--- src/rtl/disp_pwr_seq.sv ---
module disp_pwr_seq #(
  parameter int SETTLE_TICKS  = 100000,
  parameter int RST_LOW_TICKS = 10,
  parameter int RST_REL_TICKS = 3,
  parameter int CLEAR_BYTES   = 512
) (
  input  logic       clk,
  input  logic       rst_n,
  input  logic       tick,
  input  logic       req_up,
  input  logic       req_down,
  input  logic       req_sleep,
  input  logic       req_wake,
  input  logic       req_reinit,
  input  logic       out_ready,
  output logic       logic_en,
  output logic       panel_en,
  output logic       disp_rst_n,
  output logic       out_valid,
  output logic       out_is_data,
  output logic [7:0] out_byte,
  output logic       busy,
  output logic       done
);
  localparam int LIST_LEN = 22;
  localparam int M0 = (SETTLE_TICKS > RST_LOW_TICKS) ? SETTLE_TICKS : RST_LOW_TICKS;
  localparam int M1 = (M0 > RST_REL_TICKS) ? M0 : RST_REL_TICKS;
  localparam int M2 = (M1 > CLEAR_BYTES) ? M1 : CLEAR_BYTES;
  localparam int MAXC = (M2 > LIST_LEN) ? M2 : LIST_LEN;
  localparam int CW = $clog2(MAXC + 1);

  typedef enum logic [3:0] {
    S_OFF, S_RLO, S_RHI, S_INIT, S_CLR, S_PWAIT, S_ON, S_ACT,
    S_DOFF, S_DWAIT, S_SOFF, S_SLEEP, S_WWAIT
  } st_t;

  st_t           state;
  logic [CW-1:0] cnt, lim;
  logic          hit, xfer;

  function automatic logic [7:0] init_byte(input int i);
    case (i)
      0: return 8'hAE;  1: return 8'hD5;  2: return 8'hF0;  3: return 8'h81;
      4: return 8'h80;  5: return 8'hD9;  6: return 8'hC2;  7: return 8'hA8;
      8: return 8'h1F;  9: return 8'hD3; 10: return 8'h00; 11: return 8'h40;
     12: return 8'hA6; 13: return 8'hA1; 14: return 8'hC8; 15: return 8'hDA;
     16: return 8'h12; 17: return 8'hD8; 18: return 8'h05; 19: return 8'hDB;
     20: return 8'h08;
      default: return 8'hA4;
    endcase
  endfunction

  always_comb begin
    case (state)
      S_RLO:                    lim = CW'(RST_LOW_TICKS);
      S_RHI:                    lim = CW'(RST_REL_TICKS);
      S_INIT:                   lim = CW'(LIST_LEN);
      S_CLR:                    lim = CW'(CLEAR_BYTES);
      default:                  lim = CW'(SETTLE_TICKS);
    endcase
  end

  assign hit  = (cnt == lim - 1'b1);
  assign xfer = out_valid && out_ready;

  assign logic_en    = (state != S_OFF);
  assign disp_rst_n  = !(state inside {S_OFF, S_RLO});
  assign panel_en    = state inside {S_PWAIT, S_ON, S_ACT, S_DOFF, S_SOFF, S_WWAIT};
  assign out_valid   = state inside {S_INIT, S_CLR, S_ON, S_DOFF, S_SOFF};
  assign out_is_data = (state == S_CLR);
  assign out_byte    = (state == S_INIT) ? init_byte(int'(cnt)) :
                       (state == S_CLR)  ? 8'h00 :
                       (state == S_ON)   ? 8'hAF : 8'hAE;
  assign busy        = !(state inside {S_OFF, S_ACT, S_SLEEP});

  always_ff @(posedge clk or negedge rst_n) begin
    if (!rst_n) begin
      state <= S_OFF;
      cnt   <= '0;
      done  <= 1'b0;
    end else begin
      done <= 1'b0;
      case (state)
        S_OFF: if (req_up) begin state <= S_RLO; cnt <= '0; end
        S_RLO, S_RHI, S_PWAIT, S_DWAIT, S_WWAIT:
          if (tick) begin
            if (hit) begin
              cnt <= '0;
              case (state)
                S_RLO:   state <= S_RHI;
                S_RHI:   state <= S_INIT;
                S_DWAIT: begin state <= S_OFF; done <= 1'b1; end
                default: state <= S_ON;
              endcase
            end else cnt <= cnt + 1'b1;
          end
        S_INIT, S_CLR:
          if (xfer) begin
            if (hit) begin
              cnt   <= '0;
              state <= (state == S_INIT) ? S_CLR : S_PWAIT;
            end else cnt <= cnt + 1'b1;
          end
        S_ON:   if (xfer) begin state <= S_ACT; done <= 1'b1; end
        S_ACT: begin
          cnt <= '0;
          if (req_down)        state <= S_DOFF;
          else if (req_sleep)  state <= S_SOFF;
          else if (req_reinit) state <= S_RLO;
        end
        S_DOFF: if (xfer) begin state <= S_DWAIT; cnt <= '0; end
        S_SOFF: if (xfer) begin state <= S_SLEEP; done <= 1'b1; end
        S_SLEEP: begin
          cnt <= '0;
          if (req_down)      state <= S_DWAIT;
          else if (req_wake) state <= S_WWAIT;
        end
        default: state <= S_OFF;
      endcase
    end
  end

  p_panel_needs_logic_r9: assert property (@(posedge clk) disable iff (!rst_n)
    panel_en |-> logic_en);
  p_logic_fall_r9: assert property (@(posedge clk) disable iff (!rst_n)
    $fell(logic_en) |-> !$past(panel_en));
  p_hold_byte_r6: assert property (@(posedge clk) disable iff (!rst_n)
    out_valid && !out_ready |=> out_valid && $stable(out_byte) && $stable(out_is_data));
  p_no_byte_in_reset_r2: assert property (@(posedge clk) disable iff (!rst_n)
    out_valid |-> disp_rst_n);
  p_done_idle_r10: assert property (@(posedge clk) disable iff (!rst_n)
    done |-> !busy);
  p_on_cmd_panel_r5: assert property (@(posedge clk) disable iff (!rst_n)
    out_valid && !out_is_data && out_byte == 8'hAF |-> panel_en);
  p_clear_dark_r4: assert property (@(posedge clk) disable iff (!rst_n)
    out_valid && out_is_data |-> !panel_en && out_byte == 8'h00);
endmodule

--- config.mk ---
export PLATFORM = sky130hd
export DESIGN_NAME = disp_pwr_seq
export DESIGN_NICKNAME = d
export VERILOG_FILES = /design/src/rtl/disp_pwr_seq.sv
export SDC_FILE = /design/constraint.sdc
export NUM_CORES = 1
export LEC_CHECK = 0
export BUFFER_PORTS_ARGS = -buffer_cell sky130_fd_sc_hd__buf_4
export CORE_MARGIN = 2
export CORE_UTILIZATION = 35
export DETAILED_ROUTE_END_ITERATION = 6
export RECOVER_POWER = 25
export SLEW_MARGIN = 20
export SYNTH_ARGS = -nofsm -noshare
export SYNTH_HDL_FRONTEND = slang
export SYNTH_SLANG_ARGS = --single-unit
--- constraint.sdc ---
create_clock -name clk -period 5.7 [get_ports clk]
set_input_delay 0.855 -clock clk [delete_from_list [all_inputs] [get_ports clk]]
set_output_delay 0.855 -clock clk [all_outputs]
set_load 0.03 [all_outputs]
==> summary.md, run 1 <==
| Metric | Value |
|---|---|
| Antenna Nets Post-Route | `0` |
| Vias per inst | `5.81` |
| Placer Congestion | `0.835` |
| Largest stage delay on the critical path | `0.84 ns` |
| Ys async rst share | `100%` |
| N_diodes | `0` |
| Slew HR | `17.7%` |
| Die area | `7270 sq um` |
| Total power | `0.591 mW` |
| Leakage | `1.05 nW` |
| Vias in the first global route | `1,990` |
| Buf/Inv on CP | `0` |
| Final hold slack | `0.578 ns` |
| Hold Path Class | `reg -> reg` |
| Pin count of the biggest net entering global routing | `31` |
| DRC violations left | `0` |
| Number of max-cap violations | `0` |
| Die width | `85.3 um` |
| Critical Path RT | `5.87 ns` |
| CP top delay family | `simple AND/OR/NAND/NOR gates` |
| Clock latency on the worst-skew pair | `0.28 ns` |
| Core ar. | `6390 sq um` |
| Arrival time at the worst endpoint | `4.64 ns` |
| Worst-path clk slew | `0.09 ns` |
| First-pass DRT Iterations | `4` |
| # port buffers | `23` |
| Nets@finish | `331` |
| First-pass GRT wire length | `9470 um` |
| Post-DP HPWL | `4170 um` |
| Critical Path Slowest Stage Cell | `dfrtp_1` |
| Routed WL per cell | `14.9 um` |
| Area contributors post-synth | `dfrtp_1 24%, o21ai_0 5.0%, a22o_1 4.5%` |
| Area leader, netlist | `dfrtp_1` |
| Register bit total from synthesis | `22` |
| Slew of the pin with the lowest slew margin | `1.23 ns` |
| Yosys warns | `0` |
| Num CTS Buffers | `3` |
| Iteration-0 DRC Markers | `146` |
| Power per cell area | `230 nW/um^2` |
| Fin. Hold Viols | `0` |
| Unrepaired setup endpoints after global routing | `no` |
| # Post-CTS Setup Buffers | `0` |
| Ys flop type | `dfrtp_1` |
| Row count | `29` |
| Unique cell type count in the Yosys netlist | `58` |
| Setup WS post-layout | `1.23 ns` |
| Cts repair resizes | `0` |
| Vias | `2,273` |
| Status | `finished, final reports clean` |
| Number of synthesized flops with an enable pin | `0` |
| Number of fill cells | `665` |
| Syn-to-layout area delta | `11.1%` |
| Setup crit end kind | `flop` |
| H-tree lvl count | `1` |
| Post-Synthesis Cell Area | `2310 sq um` |
| Syn_nets | `325` |
| Slew Viols, Final | `0` |
| Worst slack, placed | `1.26 ns` |
| Cells after Synth | `309` |
| Gr usage total | `15.6%` |
| Initial antenna violation count | `0` |
| Clk_skew | `0.00759 ns` |
| Share of post-route cells with drive strength above 1 | `13.1%` |
| Initial Utilization | `36.2%` |
| Period utilization | `78.4%` |
| Synth Area per Inst | `7.48 sq um` |
| Worst-path maximum fanout | `26` |
| CP Cell Sequence | `or2_1 > nand2_1 > ha_1 > xnor2_1 > or3_1 > or4_1 > or4_4 > o31ai_4 > nor2_1 > mux2_2` |
| Chip height | `85.3 um` |
| Setup_tns | `0 ns` |
| Fmax | `224 MHz` |
| Clock buffer depth | `2` |
| Root buffer cell | `clkbuf_8` |
| Top cell type's share of synthesized area | `23.8%` |
| Fin crit period | `4.47 ns` |
| CTS tree | `done` |
| CTS Hold Buffers Added | `0` |
| Sequential element share of the synthesized area | `23.8%` |
| Total Routed Length | `5820 um` |
| Gr ovfl total | `0` |
| CTS sink count | `22` |
| Crit start category | `flop` |
| Worst IR Drop VDD | `0.165 mV` |
| Crit path kind | `reg -> reg` |
| Io pins | `24` |
| Setup violations, final | `0` |
## cells in the mapped netlist (3+ instances only)
library cell and n:
dfrtp_1 22, nand2b_1 3, nor2b_1 9, o211ai_1 4
or3_1 3, o21ai_1 5, nand3_1 7, clkbuf_1 17
buf_1 4, nand2_1 24, a31oi_1 6, nor4_1 6
a21o_1 3, and2_1 5, nand4_1 5, and3_1 5
a22oi_1 3, buf_2 3, a21oi_1 16, o21ai_0 23
inv_1 18, xnor2_1 4, a22o_1 12, xor2_1 4
nor3_1 14, mux2i_1 9, nor2_1 26, o22ai_1 3
or4_1 3, ha_1 7
## flip-flops by register name, indices dropped and copies added, names as in the netlist
signal	cells
cnt	17
state	4
done	1
## report_power, final
part / total, mW / internal (mW) / switching (mW)
clock network: 0.154 / 0.0940 / 0.0596
registers: 0.248 / 0.173 / 0.0751
logic: 0.190 / 0.0946 / 0.0951
## per-layer routing
layer	vias to the layer above	wire length, um	global-route usage [%]
met1	1081	2880	21.9
met5	-	0	0
met4	0	78	3.32
li1	1134	-	-
met3	10	232	3.21
met2	48	2630	24.9
## final timing paths
kind / from / to / slack (ns) / cells past startpoint
worst max register to register: state[0] / cnt[0] / 1.23 / 10
min in group asynchronous: rst_n / state[1] / 0.81 / 1
worst min register to register: cnt[16] / cnt[16] / 0.58 / 1
max in group asynchronous: rst_n / cnt[11] / 4.15 / 1
worst min-delay path: cnt[16] / cnt[16] / 0.58 / 1
worst max-delay path: state[0] / cnt[0] / 1.23 / 10
## through the flow
stage / instance area, sq um / cells / utilization, %
floorplan: 2310 / 309 / -
global placement: 2500 / 387 / 39.2
detailed placement: 2500 / 387 / 39.2
CTS: 2570 / 391 / 40.3
global route: 2570 / 391 / 40.2
finish: 2570 / 391 / 40.2
## layout make-up
type,count,area [sq um],area share (%)
multi-input combinational,243,1590,61.7
sequential,22,551,21.4
timing repair buffer,27,199,7.74
tap,77,96.3,3.75
inverter,18,67.6,2.63
clock buffer,3,41.3,1.61
clock inverter,1,30.0,1.17
## cells in the final DEF, fill, tap and decap left out, types with 6 or more instances in the layout
cell type and n:
nor2b_1 9, a21oi_1 16, nand2_1 24, nand3_1 7
dfrtp_1 22, nor3_1 14, o21ai_0 23, a22o_1 12
mux2i_1 9, a31oi_1 6, buf_4 26, inv_1 18
nor2_1 26, nor4_1 6, ha_1 7
## cell families after synthesis
kind of cell	count (synthesis)	share of synthesized area, %
AND/OR/NAND/NOR	125	29.2
multiplexers	14	6.82
flip-flops	22	23.8
AO/OA/AOI/OAI	89	25.7
XOR/XNOR	8	3.03
buffers and inverters	44	7.63
adder cells (fa/ha/maj)	7	3.79
## worst reg2reg max path, cell delays in order (launching register included)
cell     delay [ns]
dfrtp_1        0.84
or2_1          0.31
nand2_1        0.08
ha_1           0.30
xnor2_1        0.12
or3_1          0.30
or4_1          0.51
or4_4          0.51
o31ai_4        0.62
nor2_1         0.41
mux2_2         0.37
Power figures use the tool's default switching activity.
==> run 2, diff against run 1 <==
- clock period: 5.7 -> 3.7 ns (I/O delays scaled with it)
==> run 2 against run 1 <==
Net effect: sequential share of layout area fell by 0.76 points; global-route usage rose by 1.6 points; clock-buffer cell count did not move; first-iteration DRC count fell by 43%; clock skew rose by 0.0013 ns; register-to-register slack got worse by 1.1 ns; worst hold slack got worse by 0.039 ns; core utilization rose by 1.5 points; cell area rose by 3.7%; critical path depth rose by 2; maximum frequency rose by 26%.
==> summary.md, run 2 (synthesis gave the netlist of run 1 again) <==
| Metric | Value |
|---|---|
| Root buffer cell | `clkbuf_8` |
| Chip height | `85.3 um` |
| Crit path to | `cnt[15]` |
| Vias per inst | `5.70` |
| Io pins | `24` |
| CTS sink count | `22` |
| Slew of the pin with the lowest slew margin | `1.26 ns` |
| Crit path kind | `reg -> reg` |
| Number of max-cap violations | `0` |
| Logic gate share of total power | `32.1%` |
| Setup WS post-layout | `0.146 ns` |
| Worst-path clk slew | `0.09 ns` |
| Reg2reg path depth | `12` |
| Num CTS Buffers | `3` |
| Gr usage total | `17.2%` |
| Fin crit period | `3.55 ns` |
| Syn-to-layout area delta | `15.3%` |
| Initial antenna violation count | `0` |
| Detail Route met2 WL | `2970 um` |
| First-pass GRT wire length | `10,300 um` |
| Final hold slack | `0.539 ns` |
| Biggest register | `cnt` |
| Setup violations, final | `0` |
| CTS tree | `done` |
| Row count | `29` |
| Switching share of power | `37.7%` |
| Vias | `2,292` |
| Worst IR Drop VDD | `0.188 mV` |
| R2R Setup Slk | `0.15 ns` |
| Share of post-route cells with drive strength above 1 | `16.3%` |
| Met3 routed WL | `252 um` |
| Clock latency on the worst-skew pair | `0.26 ns` |
| Total Routed Length | `6100 um` |
| Commonest non-fill, non-tap cells in the layout | `35 x buf_4, 25 x nor2_1, 24 x nand2_1` |
| Routed WL per cell | `15.2 um` |
| Total power | `0.894 mW` |
| First-pass DRT Iterations | `5` |
| Period utilization | `96.1%` |
| Net switching power | `0.337 mW` |
| Power per cell area | `335 nW/um^2` |
| Fmax | `281 MHz` |
| Setup crit end kind | `flop` |
| Pin count of the biggest net entering global routing | `30` |
| Worst-path maximum fanout | `6` |
| Clock Power Share | `25.1%` |
| Gr ovfl total | `0` |
| WL met1 | `2840 um` |
| Worst slack, placed | `0.134 ns` |
| Sequential power share | `42.8%` |
| Nets@finish | `342` |
| Slew Viols, Final | `0` |
| Worst R2R End | `cnt[15]` |
| # port buffers | `23` |
| Clock buffer depth | `2` |
| Slew HR | `16.3%` |
| Uppermost layer routed | `met4` |
| Fin. Hold Viols | `0` |
| Critical Path Source | `state[2]` |
| Initial Utilization | `36.2%` |
| DRC violations left | `0` |
| Post-DP HPWL | `4390 um` |
| Status | `finished, final reports clean` |
| Placer Congestion | `0.796` |
| Crit start category | `flop` |
| Internal Power | `0.557 mW` |
| Antenna Nets Post-Route | `0` |
| Leakage | `1.11 nW` |
| Die area | `7270 sq um` |
| Clk_skew | `0.00890 ns` |
| H-tree lvl count | `1` |
| CTS Hold Buffers Added | `0` |
| Hold Path Class | `in -> async` |
| Iteration-0 DRC Markers | `83` |
| Max FFs per register | `17` |
| Most common cell after layout, fill and taps aside | `buf_4` |
| Core ar. | `6390 sq um` |
| Die width | `85.3 um` |
| RR Startpoint | `state[2]` |
| Critical Path RT | `3.86 ns` |
| Setup_tns | `0 ns` |
| Arrival time at the worst endpoint | `3.72 ns` |
| Vias in the first global route | `2,122` |
| Biggest regs | `cnt: 17 flops, state: 4 flops, done: 1 flops` |
| N_diodes | `0` |
==> run 2: cell count changes in the layout (fill, tap and decap cells not counted) <==
cell     change
nor4b_4      +1
buf_4        +9
nor4b_2      -1
buf_6        +1
nor2_1       -1
buf_2        +1
nor2_2       +1
==> run 2: final cells by class <==
cell class / instances / area (sq um)
fill: 679 / 3720
multi-input combinational: 243 / 1600
sequential: 22 / 551
timing repair buffer: 38 / 283
tap: 77 / 96.3
inverter: 18 / 67.6
clock buffer: 3 / 41.3
clock inverter: 1 / 30.0
==> run 2: per-layer routing <==
metal  global-route usage [%]  vias up
li1                         -     1159
met1                     24.1     1080
met2                     28.4       51
met3                     2.24        2
met4                     3.46        0
met5                        0        -
==> run 2: worst min-delay path by stage <==
| stage | start | endpoint | slack, ns | cells after the start |
|---|---|---|---|---|
| global route | cnt[11] | cnt[11] | 0.60 | 1 |
| CTS | rst_n | cnt[0] | 0.17 | 1 |
| floorplan | rst_n | cnt[0] | 0.26 | 0 |
| detailed placement | rst_n | done | 0.47 | 1 |
| finish | rst_n | cnt[0] | 0.54 | 1 |
| global placement | rst_n | done | 0.47 | 1 |
==> run 2: stage by stage <==
step           util, %  instance area (sq um)  cells
2_1_floorplan        -                   2310    309
6_report          41.7                   2670    402
3_3_place_gp      40.1                   2560    395
4_1_cts           41.2                   2630    399
5_1_grt           41.7                   2670    402
3_5_place_dp      40.1                   2560    395
==> run 2: power groups by stage <==
| stage | sequential (mW) | clock [mW] | combinational (mW) |
|---|---|---|---|
| 5_1_grt | 0.400 | 0.240 | 0.330 |
| 3_5_place_dp | 0.385 | 0 | 0.289 |
| 6_report | 0.383 | 0.224 | 0.287 |
| 4_1_cts | 0.380 | 0.232 | 0.290 |
| 2_1_floorplan | 0.293 | 0 | 0.316 |
| 3_3_place_gp | 0.387 | 0 | 0.284 |
==> run 2: timing repair <==
| item | 4_1_cts | 5_1_grt |
|---|---|---|
| setup buffers | 0 | 2 |
| resized for setup | 0 | 3 |
| endpoints found under the setup margin | 0 | 8 |
==> run 2: worst max-delay path, cell delays in order, from the launching register on <==
cell	delay (ns)
dfrtp_1	0.42
nor4b_4	0.31
inv_1	0.07
ha_1	0.31
xnor2_1	0.13
or3_1	0.31
or4_1	0.52
or4_4	0.52
o31ai_4	0.24
buf_4	0.18
buf_6	0.12
o21ai_0	0.09
a22o_1	0.23
